==> src/rtl/sar_cs_pkg.sv <==
package sar_cs_pkg;

  typedef enum logic [2:0] {
    ST_IDLE,
    ST_CONV,
    ST_ACQ,
    ST_READ,
    ST_DONE
  } phase_t;

  typedef struct packed {
    logic load;      // capture result word
    logic shift;     // advance one bit
    logic drive;     // read in progress, present shift MSB
    logic forceLow;  // both lines low, hold pin low
  } strobe_t;

endpackage

==> src/rtl/sar_cs_sync.sv <==
module sar_cs_sync #(
  parameter int WIDTH  = 3,
  parameter int STAGES = 2
) (
  input  logic             clk,
  input  logic             rstN,
  input  logic [WIDTH-1:0] asyncIn,
  output logic [WIDTH-1:0] syncOut
);

  logic [WIDTH-1:0] pipe [STAGES];

  genvar s;
  generate
    for (s = 0; s < STAGES; s++) begin : g_stage
      if (s == 0) begin : g_first
        always_ff @(posedge clk or negedge rstN) begin
          if (!rstN) pipe[s] <= '0;
          else       pipe[s] <= asyncIn;
        end
      end else begin : g_rest
        always_ff @(posedge clk or negedge rstN) begin
          if (!rstN) pipe[s] <= '0;
          else       pipe[s] <= pipe[s-1];
        end
      end
    end
  endgenerate

  assign syncOut = pipe[STAGES-1];

endmodule

==> src/rtl/sar_cs_ctrl.sv <==
module sar_cs_ctrl
  import sar_cs_pkg::*;
#(
  parameter int DATA_W      = 16,
  parameter int CONV_CYCLES = 40,
  parameter int CONV_MIN    = 24
) (
  input  logic    clk,
  input  logic    rstN,
  input  logic    cnvS,
  input  logic    sdiS,
  input  logic    sckS,
  output strobe_t strobes,
  output logic    convPhase,
  output logic    protoErr
);

  localparam int CNT_W = $clog2(CONV_CYCLES + 1);
  localparam int BIT_W = $clog2(DATA_W + 1);

  phase_t             state, nextState;
  logic               cnvD, sckD;
  logic [CNT_W-1:0]   convCnt;
  logic [BIT_W-1:0]   bitCnt;
  logic               cnvRise, sckFall, convLast, lastBit, startConv;

  assign cnvRise   = cnvS & ~cnvD;
  assign sckFall   = ~sckS & sckD;
  assign convLast  = (convCnt == CNT_W'(CONV_CYCLES - 1));
  assign lastBit   = (bitCnt == BIT_W'(DATA_W - 1));
  assign startConv = (state == ST_IDLE) && cnvRise && sdiS;

  always_ff @(posedge clk or negedge rstN) begin
    if (!rstN) begin
      cnvD <= 1'b0;
      sckD <= 1'b0;
    end else begin
      cnvD <= cnvS;
      sckD <= sckS;
    end
  end

  always_comb begin
    nextState = state;
    if (!cnvS) begin
      nextState = ST_IDLE;
    end else begin
      case (state)
        ST_IDLE: if (startConv) nextState = ST_CONV;
        ST_CONV: if (convLast) nextState = ST_ACQ;
        ST_ACQ:  if (!sdiS) nextState = ST_READ;
        ST_READ: begin
          if (sdiS)                  nextState = ST_DONE;
          else if (sckFall && lastBit) nextState = ST_DONE;
        end
        default: nextState = state;
      endcase
    end
  end

  always_ff @(posedge clk or negedge rstN) begin
    if (!rstN) state <= ST_IDLE;
    else       state <= nextState;
  end

  always_ff @(posedge clk or negedge rstN) begin
    if (!rstN) convCnt <= '0;
    else if (state != ST_CONV) convCnt <= '0;
    else convCnt <= convCnt + 1'b1;
  end

  always_ff @(posedge clk or negedge rstN) begin
    if (!rstN) bitCnt <= '0;
    else if (state != ST_READ) bitCnt <= '0;
    else if (sckFall) bitCnt <= bitCnt + 1'b1;
  end

  always_ff @(posedge clk or negedge rstN) begin
    if (!rstN) protoErr <= 1'b0;
    else if (startConv) protoErr <= 1'b0;
    else if (state == ST_CONV && !sdiS && convCnt >= CNT_W'(CONV_MIN))
      protoErr <= 1'b1;
  end

  always_comb begin
    strobes          = '0;
    strobes.load     = (state == ST_CONV) && convLast && cnvS;
    strobes.shift    = (state == ST_READ) && sckFall && !sdiS && cnvS;
    strobes.drive    = (state == ST_READ);
    strobes.forceLow = !cnvS && !sdiS;
  end

  assign convPhase = (state == ST_CONV);

  // convert edge with select high enters conversion
  assert_conv_start_R2: assert property (@(posedge clk) disable iff (!rstN)
    (state == ST_IDLE && cnvRise && sdiS) |=> convPhase);

  // convert edge with select low leaves conversion off
  assert_no_start_R3: assert property (@(posedge clk) disable iff (!rstN)
    (cnvRise && !sdiS) |=> !convPhase);

  // sixteenth falling edge ends the read
  assert_read_end_R8: assert property (@(posedge clk) disable iff (!rstN)
    (state == ST_READ && cnvS && !sdiS && sckFall && lastBit) |=> (state == ST_DONE));

  // late select low flags an error
  assert_late_sdi_R11: assert property (@(posedge clk) disable iff (!rstN)
    (state == ST_CONV && cnvS && !sdiS && convCnt >= CNT_W'(CONV_MIN)) |=> protoErr);

endmodule

==> src/rtl/sar_cs_datapath.sv <==
module sar_cs_datapath
  import sar_cs_pkg::*;
#(
  parameter int DATA_W = 16
) (
  input  logic              clk,
  input  logic              rstN,
  input  strobe_t           strobes,
  input  logic [DATA_W-1:0] resultIn,
  output logic              sdoOut,
  output logic              sdoEn
);

  logic [DATA_W-1:0] shiftReg;

  always_ff @(posedge clk or negedge rstN) begin
    if (!rstN) shiftReg <= '0;
    else if (strobes.load) shiftReg <= resultIn;
    else if (strobes.shift) shiftReg <= {shiftReg[DATA_W-2:0], 1'b0};
  end

  assign sdoEn  = strobes.drive | strobes.forceLow;
  assign sdoOut = strobes.drive & shiftReg[DATA_W-1];

  // capture takes the result input of that cycle
  assert_capture_R5: assert property (@(posedge clk) disable iff (!rstN)
    strobes.load |=> (shiftReg == $past(resultIn)));

  // each shift moves the next lower bit to the top
  assert_shift_order_R7: assert property (@(posedge clk) disable iff (!rstN)
    (strobes.shift && !strobes.load) |=> (shiftReg[DATA_W-1] == $past(shiftReg[DATA_W-2])));

endmodule

==> src/rtl/sar_cs_port.sv <==
module sar_cs_port
  import sar_cs_pkg::*;
#(
  parameter int DATA_W      = 16,
  parameter int CONV_CYCLES = 40,
  parameter int CONV_MIN    = 24,
  parameter int SYNC_STAGES = 2
) (
  input  logic              clk,
  input  logic              rstN,
  input  logic              cnvIn,
  input  logic              sdiIn,
  input  logic              sckIn,
  input  logic [DATA_W-1:0] resultIn,
  output logic              sdoOut,
  output logic              sdoEn,
  output logic              convPhase,
  output logic              protoErr
);

  logic [2:0] syncVec;
  logic       cnvSync, sdiSync, sckSync;
  strobe_t    strobes;

  sar_cs_sync #(.WIDTH(3), .STAGES(SYNC_STAGES)) u_sync (
    .clk     (clk),
    .rstN    (rstN),
    .asyncIn ({cnvIn, sdiIn, sckIn}),
    .syncOut (syncVec)
  );

  assign {cnvSync, sdiSync, sckSync} = syncVec;

  sar_cs_ctrl #(
    .DATA_W      (DATA_W),
    .CONV_CYCLES (CONV_CYCLES),
    .CONV_MIN    (CONV_MIN)
  ) u_ctrl (
    .clk       (clk),
    .rstN      (rstN),
    .cnvS      (cnvSync),
    .sdiS      (sdiSync),
    .sckS      (sckSync),
    .strobes   (strobes),
    .convPhase (convPhase),
    .protoErr  (protoErr)
  );

  sar_cs_datapath #(.DATA_W(DATA_W)) u_dp (
    .clk      (clk),
    .rstN     (rstN),
    .strobes  (strobes),
    .resultIn (resultIn),
    .sdoOut   (sdoOut),
    .sdoEn    (sdoEn)
  );

  // no output drive while converting with the convert line high
  assert_quiet_conv_R10: assert property (@(posedge clk) disable iff (!rstN)
    (convPhase && cnvSync) |-> !sdoEn);

  // both lines low holds the pin low
  assert_force_low_R4: assert property (@(posedge clk) disable iff (!rstN)
    (!cnvSync && !sdiSync) |-> (sdoEn && !sdoOut));

endmodule

==> config.mk <==
export PLATFORM = sky130hd
export DESIGN_NAME = sar_cs_port
export DESIGN_NICKNAME = d
export VERILOG_FILES = /design/src/rtl/sar_cs_pkg.sv /design/src/rtl/sar_cs_sync.sv /design/src/rtl/sar_cs_ctrl.sv /design/src/rtl/sar_cs_datapath.sv /design/src/rtl/sar_cs_port.sv
export SDC_FILE = /design/constraint.sdc
export NUM_CORES = 1
export LEC_CHECK = 0
export ABC_CLOCK_PERIOD_IN_PS = 2810
export BUFFER_PORTS_ARGS = -buffer_cell sky130_fd_sc_hd__buf_2
export CAP_MARGIN = 40
export CORE_ASPECT_RATIO = 0.8
export CORE_UTILIZATION = 60
export DETAILED_ROUTE_END_ITERATION = 10
export GPL_ROUTABILITY_DRIVEN = 0
export HOLD_SLACK_MARGIN = 0.15
export PLACE_DENSITY = 0.79
export REMOVE_ABC_BUFFERS = 1
export SYNTH_ARGS = -nofsm -noshare
export SYNTH_HDL_FRONTEND = slang
export SYNTH_SLANG_ARGS = --single-unit
export TNS_END_PERCENT = 50
==> constraint.sdc <==
create_clock -name clk -period 2.81 [get_ports clk]
set_input_delay 0.562 -clock clk [delete_from_list [all_inputs] [get_ports clk]]
set_output_delay 0.562 -clock clk [all_outputs]
set_load 0.01 [all_outputs]
==> flow_summary.yaml, run 1 <==
logic_synthesis:
  netlist_instances: 149
  syn_area_per_cell_um2: 11.6
  synthArstFlopShare: 1.00
  yosysWarnings: 0
  syn_area_um2: 1730
  yosysSeqAreaShare: 0.564
  synth_seq_cells: 39
  ys_types: 41
  ys.flop_type: "dfrtp_1"
  synth_edf_count: 0
clock_network:
  cts_resized: 0
  cts_root_buf: "clkbuf_4"
  htreeDepth: 2
  cts_made_buffers: 5
  cts_hold_buf: 0
  clock-sinks: 39
  clk_pin_slew_ps: 110
  insertion_delay_ps: 340
  cts_tree: "built"
  clockBufferDepth: 2
  post_cts_buffers: 0
flow_run:
  maxCapViolCount: 0
floorplan:
  die_h_um: 50.1
  dieArea_um2: 3110
  dieWidth_um: 62.1
  start_util: 0.631
  io_pins: 25
  core.rowCount: 17
  placeableCoreArea_um2: 2740
run_status:
  status: "completed"
power_and_ir_drop:
  swShare: 0.208
  power_frac_seq: 0.573
  p_int_mw: 0.797
  pwr_density_cell_nw_per_um2: 512
  peakVddDrop_uv: 361
  p_switching_mw: 0.210
  p_leak_nw: 1.04
  power_frac_clock: 0.382
  pwr-share-comb: 0.045
sta:
  fin_skew_ps: 10.0
  hold_viol: 0
  setup_ws_ps: 604
  setup_viol: 0
  fmax_mhz: 453
  grt_setup_unrepaired: "no"
  setup_tns_ps: 0
  period_minus_slack_ps: 2210
  worstMarginPinSlew_ps: 845
  drv_slew: 0
  min_period_over_period: 0.785
  max_slew_margin: 0.437
critical_path:
  ff2ff_setup_slack_ps: 790
  cp-end-kind: "output pin"
  timing.rr.end: "u_dp.shiftReg[4]"
  critPathRequiredTime_ps: 2250
  crit_type: "reg2out"
  rr_worst_depth: 5
  r2r_start: "u_ctrl.convCnt[0]"
  cp_max_fo: 6
  startpoint_type: "flip-flop"
  cp.arrival_ps: 1640
global_route:
  grt_use_met1: 0.324
  grt_pass1_vias: 1165
  grt_pass1_wl_um: 5240
  grt.busiest_layer: "met2"
  grt_use_total: 0.242
  grt-ovfl-total: 0
  grt_util_met2: 0.367
  grt_util_met3: 0.0761
  grt_antenna_before_repair: 0
  grt_max_degree: 40
route:
  vias: 1181
  drt_wl_total_um: 3090
  wl_per_cell_um: 14.4
  route.detailed.drc: 0
  ant_nets: 0
  dr.pass1.iters: 4
  vias_per_cell: 5.52
  drtIter0Drc: 71
final_layout:
  final_cell_mix: "dfrtp_1 (39), buf_2 (24), a21o_1 (13), a22o_1 (12), nor2_1 (11)"
  layout_commonest_cell: "dfrtp_1"
  fin_nets: 200
  multi_input_area_um2: 694
  regArea_um2: 976
  fillers: 218
  area_growth_pct: 13.5
  layout-drive-gt1-share: 0.239
  antenna_cells: 0
min_path:
  hp-class: "in2async"
placed_design:
  io_buffers: 24
  place_ws_ps: 781
  hpwl_um: 2130
==> final cells by class <==
cell class	instances	area share
clock buffers	6	0.0261
clock inverters	2	0.0178
inverters	7	0.0134
multi-input cells	96	0.353
flip-flops and latches	39	0.496
well taps	38	0.0242
repair buffers	26	0.0687
==> per-stage QoR <==
stage / hold slack (ps) / utilization / power [mW] / area (µm²) / instances
final: 316 / 0.716 / 1.01 / 1970 / 214
after global placement: 332 / 0.685 / 0.631 / 1880 / 206
after floorplan: 266 / - / 0.602 / 1690 / 142
after detailed placement: 336 / 0.685 / 0.634 / 1880 / 206
after CTS: 309 / 0.716 / 1.02 / 1970 / 214
after global routing: 296 / 0.716 / 1.04 / 1970 / 214
==> Yosys cell counts, types with 2 or more instances <==
cell / count / area [µm²]
buf_2: 2 / 10.0
nor2_1: 11 / 41.3
ha_1: 4 / 50.1
dfrtp_1: 39 / 976
nand3_1: 2 / 10.0
inv_1: 7 / 26.3
nor2b_1: 3 / 18.8
clkbuf_1: 3 / 11.3
xnor2_1: 2 / 17.5
nand2b_1: 6 / 37.5
a21o_1: 13 / 97.6
buf_6: 2 / 22.5
xor2_1: 4 / 35.0
o21ai_0: 4 / 20.0
nand2_1: 5 / 18.8
a22o_1: 12 / 105
a21oi_1: 5 / 25.0
or2_2: 2 / 12.5
==> cells by family (layout without fill, tap and decap cells) <==
kind of cell | after synthesis | in the layout | synth area share
xor gates and xnor gates | 6 | 6 | 0.0303
AOI/OAI and AO/OA | 43 | 43 | 0.182
DFF | 39 | 39 | 0.564
buffers and inverters | 14 | 41 | 0.0405
muxes | 2 | 2 | 0.0152
adders and majority gates | 4 | 4 | 0.0289
and+or+nand+nor | 41 | 41 | 0.139
==> power groups by stage <==
stage | logic [mW] | clock network [mW] | registers (mW)
floorplan | 0.0160 | 0 | 0.586
detailed placement | 0.0462 | 0 | 0.587
global placement | 0.0446 | 0 | 0.587
finish | 0.0456 | 0.384 | 0.577
CTS | 0.0467 | 0.396 | 0.577
global route | 0.0517 | 0.413 | 0.578
==> state kept, by name (all words and copies together) (netlist names) <==
name             cells
u_ctrl.protoErr      1
u_sync.pipe          3
u_sync.syncOut       3
u_ctrl.bitCnt        5
u_dp.shiftReg       16
u_ctrl.state         3
u_ctrl.sckD          1
u_ctrl.convCnt       6
u_ctrl.cnvD          1
==> worst max-delay path, cell delays in order, from the launching register on <==
cell	delay (ps)
dfrtp_1	460
nand2b_1	230
or2_2	370
inv_1	120
buf_2	140
==> worst max path at each step <==
stage	cells past startpoint	from	endpoint
CTS	4	u_ctrl.state[1]	convPhase
floorplan	4	u_ctrl.state[2]	u_dp.shiftReg[10]
global placement	5	u_ctrl.convCnt[0]	u_dp.shiftReg[3]
global route	4	u_ctrl.state[1]	convPhase
detailed placement	5	u_ctrl.convCnt[0]	u_dp.shiftReg[4]
finish	4	u_ctrl.state[1]	convPhase
==> routing by layer <==
layer / part of all wire / routed length (µm)
met1: 0.47 / 1440
met2: 0.48 / 1480
met3: 0.039 / 121
met4: 0.014 / 43
met5: 0 / 0
No activity file was read; power rests on OpenSTA's default activity.
==> run 2, diff against run 1 <==
--- a/config.mk
+++ b/config.mk
@@ -5,15 +5,16 @@
 export SDC_FILE = /design/constraint.sdc
 export NUM_CORES = 1
 export LEC_CHECK = 0
-export ABC_CLOCK_PERIOD_IN_PS = 2810
+export ABC_AREA = 1
+export ABC_CLOCK_PERIOD_IN_PS = 2000
 export BUFFER_PORTS_ARGS = -buffer_cell sky130_fd_sc_hd__buf_2
 export CAP_MARGIN = 40
 export CORE_ASPECT_RATIO = 0.8
-export CORE_UTILIZATION = 60
+export CORE_UTILIZATION = 51
 export DETAILED_ROUTE_END_ITERATION = 10
 export GPL_ROUTABILITY_DRIVEN = 0
 export HOLD_SLACK_MARGIN = 0.15
-export PLACE_DENSITY = 0.79
+export PLACE_DENSITY = 0.71
 export REMOVE_ABC_BUFFERS = 1
 export SYNTH_ARGS = -nofsm -noshare
 export SYNTH_HDL_FRONTEND = slang
==> constraint.sdc (replaced) <==
create_clock -name clk -period 2 [get_ports clk]
set_input_delay 0.4 -clock clk [delete_from_list [all_inputs] [get_ports clk]]
set_output_delay 0.4 -clock clk [all_outputs]
set_load 0.01 [all_outputs]
==> run 2 against run 1 <==
Net effect: utilization shrank 9.4 points; power grew 140%; sequential share of layout area shrank 4.5 points; die area grew 27%; largest cell class unchanged; wire length grew 11%; via count grew 22%; global-route usage shrank 4.5 points.
==> flow_summary.yaml, run 2 <==
power_and_ir_drop:
  peakVddDrop_uv: 708
  p_leak_nw: 1.02
  power_frac_seq: 0.469
  swShare: 0.296
  pwr-share-comb: 0.211
  pwr_density_cell_nw_per_um2: 1110
  power_frac_clock: 0.321
  p_switching_mw: 0.710
  p_int_mw: 1.69
placed_design:
  io_buffers: 24
  hpwl_um: 2340
sta:
  drv_slew: 0
  min_period_over_period: 0.898
  hold_viol: 0
  max_slew_margin: 0.681
  worstMarginPinSlew_ps: 479
  fin_skew_ps: 8.44
  period_minus_slack_ps: 1800
  setup_viol: 0
  grt_setup_unrepaired: "no"
  setup_tns_ps: 0
  fmax_mhz: 557
logic_synthesis:
  netlist_instances: 212
  synth_edf_count: 0
  synth_common_cells: "dfrtp_1 (39), nand2_1 (39), nand3_1 (39)"
  synth_seq_cells: 39
  ys_types: 22
  ys_top_cells_by_area: "dfrtp_1 (52%), nand3_1 (10%), nand2_1 (7.8%), nand3_2 (5.9%), inv_1 (4.2%)"
  synth_top_area_frac: 0.519
  syn_area_um2: 1880
  yosysSeqAreaShare: 0.519
  synthArstFlopShare: 1.00
  syn_area_per_cell_um2: 8.87
  yosysTopAreaCell: "dfrtp_1"
  ys.flop_type: "dfrtp_1"
  yosysWarnings: 0
floorplan:
  dieArea_um2: 3940
  dieWidth_um: 69.9
  core.rowCount: 19
  start_util: 0.542
  placeableCoreArea_um2: 3470
  die_h_um: 56.3
  io_pins: 25
route:
  route.detailed.drc: 0
  dr.pass1.iters: 5
  drt_wl_total_um: 3430
  wl_per_cell_um: 12.1
  vias: 1443
  drtIter0Drc: 93
  ant_nets: 0
  vias_per_cell: 5.10
clock_network:
  htreeDepth: 2
  clk_pin_slew_ps: 80
  insertion_delay_ps: 290
  clockBufferDepth: 2
  post_cts_buffers: 0
  clock-sinks: 39
  cts_root_buf: "clkbuf_8"
  cts_tree: "built"
  cts_resized: 0
  cts_hold_buf: 0
  cts_made_buffers: 5
global_route:
  grt_use_total: 0.198
  grt_pass1_wl_um: 5980
  grt_max_degree: 40
  grt_antenna_before_repair: 0
  grt-ovfl-total: 0
  grt_pass1_vias: 1337
final_layout:
  antenna_cells: 0
  final_cell_mix: "nand2_1 (39), nand3_1 (39), dfrtp_1 (39), buf_2 (24), inv_1 (21)"
  fin_util: 0.622
  area_growth_pct: 14.8
  regMostFlops: "u_dp.shiftReg"
  reg_top3: "u_dp.shiftReg: 16 flops, u_ctrl.convCnt: 6 flops, u_ctrl.bitCnt: 5 flops"
  largest_register_ffs: 16
  layout-drive-gt1-share: 0.220
  fin_nets: 265
critical_path:
  critPathRequiredTime_ps: 1600
  cp_max_fo: 6
  cp.arrival_ps: 1400
  startpoint_type: "flip-flop"
  crit_type: "reg2out"
  worst_path_max_delay_cell: "dfrtp_1"
  slowest_delay_ps: 440
  cp-end-kind: "output pin"
  path_cells: "nand2_1, nor2_4, inv_1, o21ai_0, buf_2"
  ff2ff_setup_slack_ps: 470
flow_run:
  maxCapViolCount: 0
min_path:
  hp-class: "in2async"
run_status:
  status: "completed"
run 2: cell types whose count changed after synthesis, sizes merged, moves of 3 or more:
cell    previous run  this run
nand3              2        51
nand2              6        41
xor2               4         0
nor2b              3         0
a21oi              5         9
a21o              13         0
o21ai              5        13
clkbuf             3         0
nor2              12        22
a22o              12         0
inv                7        22
nand2b             6         0
run 2: layer usage:
metal | track usage | vias up | part of all wire
met5 | 0 | - | 0
met4 | 0.0943 | 0 | 0.015
met3 | 0.0539 | 7 | 0.042
met2 | 0.286 | 32 | 0.43
met1 | 0.278 | 656 | 0.51
li1 | - | 748 | -
run 2: area by class of cell:
class                      count  area (µm²)
fill                         308        1310
sequential                    39         976
multi-input combinational    144         768
timing repair buffer          27         143
inverter                      23        87.6
clock buffer                   6        72.6
clock inverter                 2        60.1
tap                           42        52.6
run 2: kinds of logic (layout without fill, tap and decap cells):
kind of cell	count (synthesis)	count (layout)	share of synthesized area
AND/OR/NAND/NOR	116	116	0.315
AO/OA/AOI/OAI	24	24	0.0665
buffers and inverters	29	58	0.0725
flip-flops	39	39	0.519
adder cells (fa/ha/maj)	4	4	0.0266
run 2: worst paths after layout:
kind,from,to,depth (start not counted)
max in group asynchronous,rstN,u_dp.shiftReg[10],2
worst min-delay path,rstN,u_ctrl.bitCnt[2],2
worst max-delay path,u_ctrl.state[0],sdoEn,5
worst min register to register,u_sync.pipe[3],u_sync.syncOut[0],0
worst max register to register,u_ctrl.bitCnt[1],u_ctrl.state[0],11
min in group clk,sckIn,u_sync.pipe[3],1
run 2: per-stage QoR:
step | worst slack (ps) | cells | hold WS, ps | power [mW] | area [µm²]
finish | 203 | 283 | 143 | 2.40 | 2160
global route | 80.0 | 283 | 191 | 2.56 | 2160
CTS | 166 | 283 | 157 | 2.42 | 2160
detailed placement | 491 | 275 | 337 | 1.64 | 2030
global placement | 493 | 275 | 334 | 1.63 | 2030
floorplan | 370 | 206 | 104 | 1.48 | 1830
run 2: power by group through the flow:
stage / sequential (mW) / clock (mW) / combinational [mW]
floorplan: 1.10 / 0 / 0.381
global placement: 1.13 / 0 / 0.502
detailed placement: 1.13 / 0 / 0.510
CTS: 1.12 / 0.783 / 0.516
global route: 1.15 / 0.816 / 0.591
finish: 1.13 / 0.770 / 0.506
run 2: critical path: cells and delay by family, from the launching register on:
family,cells,cell delay (ps)
DFF,1,440
and+or+nand+nor,2,290
buffers and inverters,2,280
AOI/OAI and AO/OA,1,90
==> run 3, diff against run 2 <==
--- a/config.mk
+++ b/config.mk
@@ -16,6 +16,7 @@
 export HOLD_SLACK_MARGIN = 0.15
 export PLACE_DENSITY = 0.71
 export REMOVE_ABC_BUFFERS = 1
+export SETUP_SLACK_MARGIN = 0.5
 export SYNTH_ARGS = -nofsm -noshare
 export SYNTH_HDL_FRONTEND = slang
 export SYNTH_SLANG_ARGS = --single-unit
==> run 3 against run 2 <==
Net effect: first-iteration DRC count rose by 31%; power rose by 5.3%; utilization rose by 3.6 points; die area did not move; design area rose by 5.8%; register-to-register slack barely moved; count of clock-buffer cells in the layout did not move; combinational power rose by 26%; clock skew barely moved; setup slack improved by 180 ps; hold slack got worse by 3.7 ps; highest routed layer unchanged; sequential share of layout area fell by 2.4 points.
==> flow_summary.yaml, run 3 (same netlist as run 2, synthesis figures left out) <==
final_layout:
  fin_util: 0.658
  regArea_um2: 977
  largest_register_ffs: 16
  reg_top3: "u_dp.shiftReg: 16 flops, u_ctrl.convCnt: 6 flops, u_ctrl.bitCnt: 5 flops"
  fillers: 295
  area_growth_pct: 21.5
  layout-drive-gt1-share: 0.307
  fin_nets: 275
  antenna_cells: 0
  regMostFlops: "u_dp.shiftReg"
  final_cell_mix: "nand3_1 (39), nand2_1 (38), dfrtp_1 (38), buf_2 (24)"
  design_area_um2: 2280
  final_cell_count_no_fill: 293
  multi_input_area_um2: 813
  layout_commonest_cell: "nand3_1"
sta:
  grt_setup_unrepaired: "yes"
  min_period_over_period: 0.809
  fmax_mhz: 618
  worstMarginPinSlew_ps: 468
  drv_slew: 0
  hold_viol: 0
  setup_viol: 0
  max_slew_margin: 0.688
  setup_tns_ps: 0
  period_minus_slack_ps: 1620
  fin_skew_ps: 8.81
clock_network:
  cts_hold_buf: 0
  clock-sinks: 39
  htreeDepth: 2
  cts_root_buf: "clkbuf_8"
  cts_tree: "built"
  cts_made_buffers: 5
  insertion_delay_ps: 290
  clk_pin_slew_ps: 80
  clockBufferDepth: 2
floorplan:
  dieArea_um2: 3940
  io_pins: 25
  start_util: 0.542
  die_h_um: 56.3
  core.rowCount: 19
  placeableCoreArea_um2: 3470
  dieWidth_um: 69.9
route:
  drt_wl_total_um: 3800
  wl_per_cell_um: 13.0
  vias_per_cell: 5.21
  drtIter0Drc: 122
  ant_nets: 0
  vias: 1526
  route.detailed.drc: 0
  dr.pass1.iters: 5
critical_path:
  crit_type: "reg2out"
  r2r_start: "u_ctrl.bitCnt[1]"
  timing.rr.end: "u_ctrl.state[1]"
  startpoint_type: "flip-flop"
  cp.arrival_ps: 1220
  critPathRequiredTime_ps: 1600
  cp_max_fo: 4
  cp-end-kind: "output pin"
  ff2ff_setup_slack_ps: 460
  rr_worst_depth: 11
power_and_ir_drop:
  power_mw: 2.53
  p_int_mw: 1.77
  p_leak_nw: 1.08
  power_frac_clock: 0.305
  swShare: 0.302
  p_switching_mw: 0.763
  peakVddDrop_uv: 728
  pwr_density_cell_nw_per_um2: 1110
  power_frac_seq: 0.443
  pwr-share-comb: 0.252
placed_design:
  placed_cells: 275
  post_dp_cell_area_um2: 2030
  io_buffers: 24
  hpwl_um: 2340
run_status:
  status: "completed"
global_route:
  grt_antenna_before_repair: 0
  grt-ovfl-total: 0
  grt_use_total: 0.210
  grt_max_degree: 40
  grt_pass1_vias: 1359
  grt_pass1_wl_um: 6270
flow_run:
  maxCapViolCount: 0
min_path:
  hp-class: "in2async"
==> run 3: cell type report <==
class	count	share of cell area
multi-input combinational	145	0.356
sequential	39	0.428
clock buffer	6	0.0318
timing repair buffer	36	0.0953
clock inverter	2	0.0263
inverter	23	0.0400
tap	42	0.0230
==> run 3: how the worst max path moves through the flow <==
| stage | start | to | slack, ps | depth (start not counted) |
|---|---|---|---|---|
| floorplan | u_ctrl.convCnt[0] | u_dp.shiftReg[12] | 370 | 6 |
| global placement | u_ctrl.state[0] | sdoEn | 490 | 5 |
| detailed placement | u_ctrl.bitCnt[1] | u_ctrl.state[0] | 490 | 11 |
| CTS | u_ctrl.state[1] | sdoEn | 380 | 5 |
| global route | u_ctrl.bitCnt[1] | u_ctrl.state[0] | 310 | 11 |
| finish | u_ctrl.state[1] | sdoEn | 380 | 5 |
==> run 3: through the flow <==
stage               hold slack (ps)  worst slack, ps
detailed placement              337              491
floorplan                       104              370
global route                    194              312
CTS                             157              381
finish                          139              382
global placement                334              493
==> run 3: critical path, stage by stage (launching register included) <==
cell and delay, ps:
dfrtp_1 450, nand2_2 100, nor2_4 100, inv_2 60
o21ai_1 80, buf_2 140
==> run 3: power by group through the flow <==
stage          clock, mW  sequential (mW)  combinational (mW)
2_1_floorplan          0             1.10               0.381
3_3_place_gp           0             1.13               0.502
3_5_place_dp           0             1.13               0.510
4_1_cts            0.783             1.12               0.614
5_1_grt            0.816             1.14               0.731
6_report           0.770             1.12               0.638
==> run 3: layer usage <==
layer  global-route usage  share of wire  routed length (µm)  vias up
li1                     -              -                   -      776
met1                0.300           0.48                1830      702
met2                0.299           0.45                1730       40
met3               0.0539          0.048                 184        8
met4               0.0971          0.015                  58        0
met5                    0              0                   0        -
==> run 3: repair_timing <==
| action | in CTS | in global routing |
|---|---|---|
| cloned | 0 | 1 |
| pin swaps | 3 | 4 |
| hold endpoints to repair | 0 | 0 |
| buffers inserted | 6 | 3 |
| endpoints found under the setup margin | 5 | 22 |
| resized for setup | 8 | 14 |
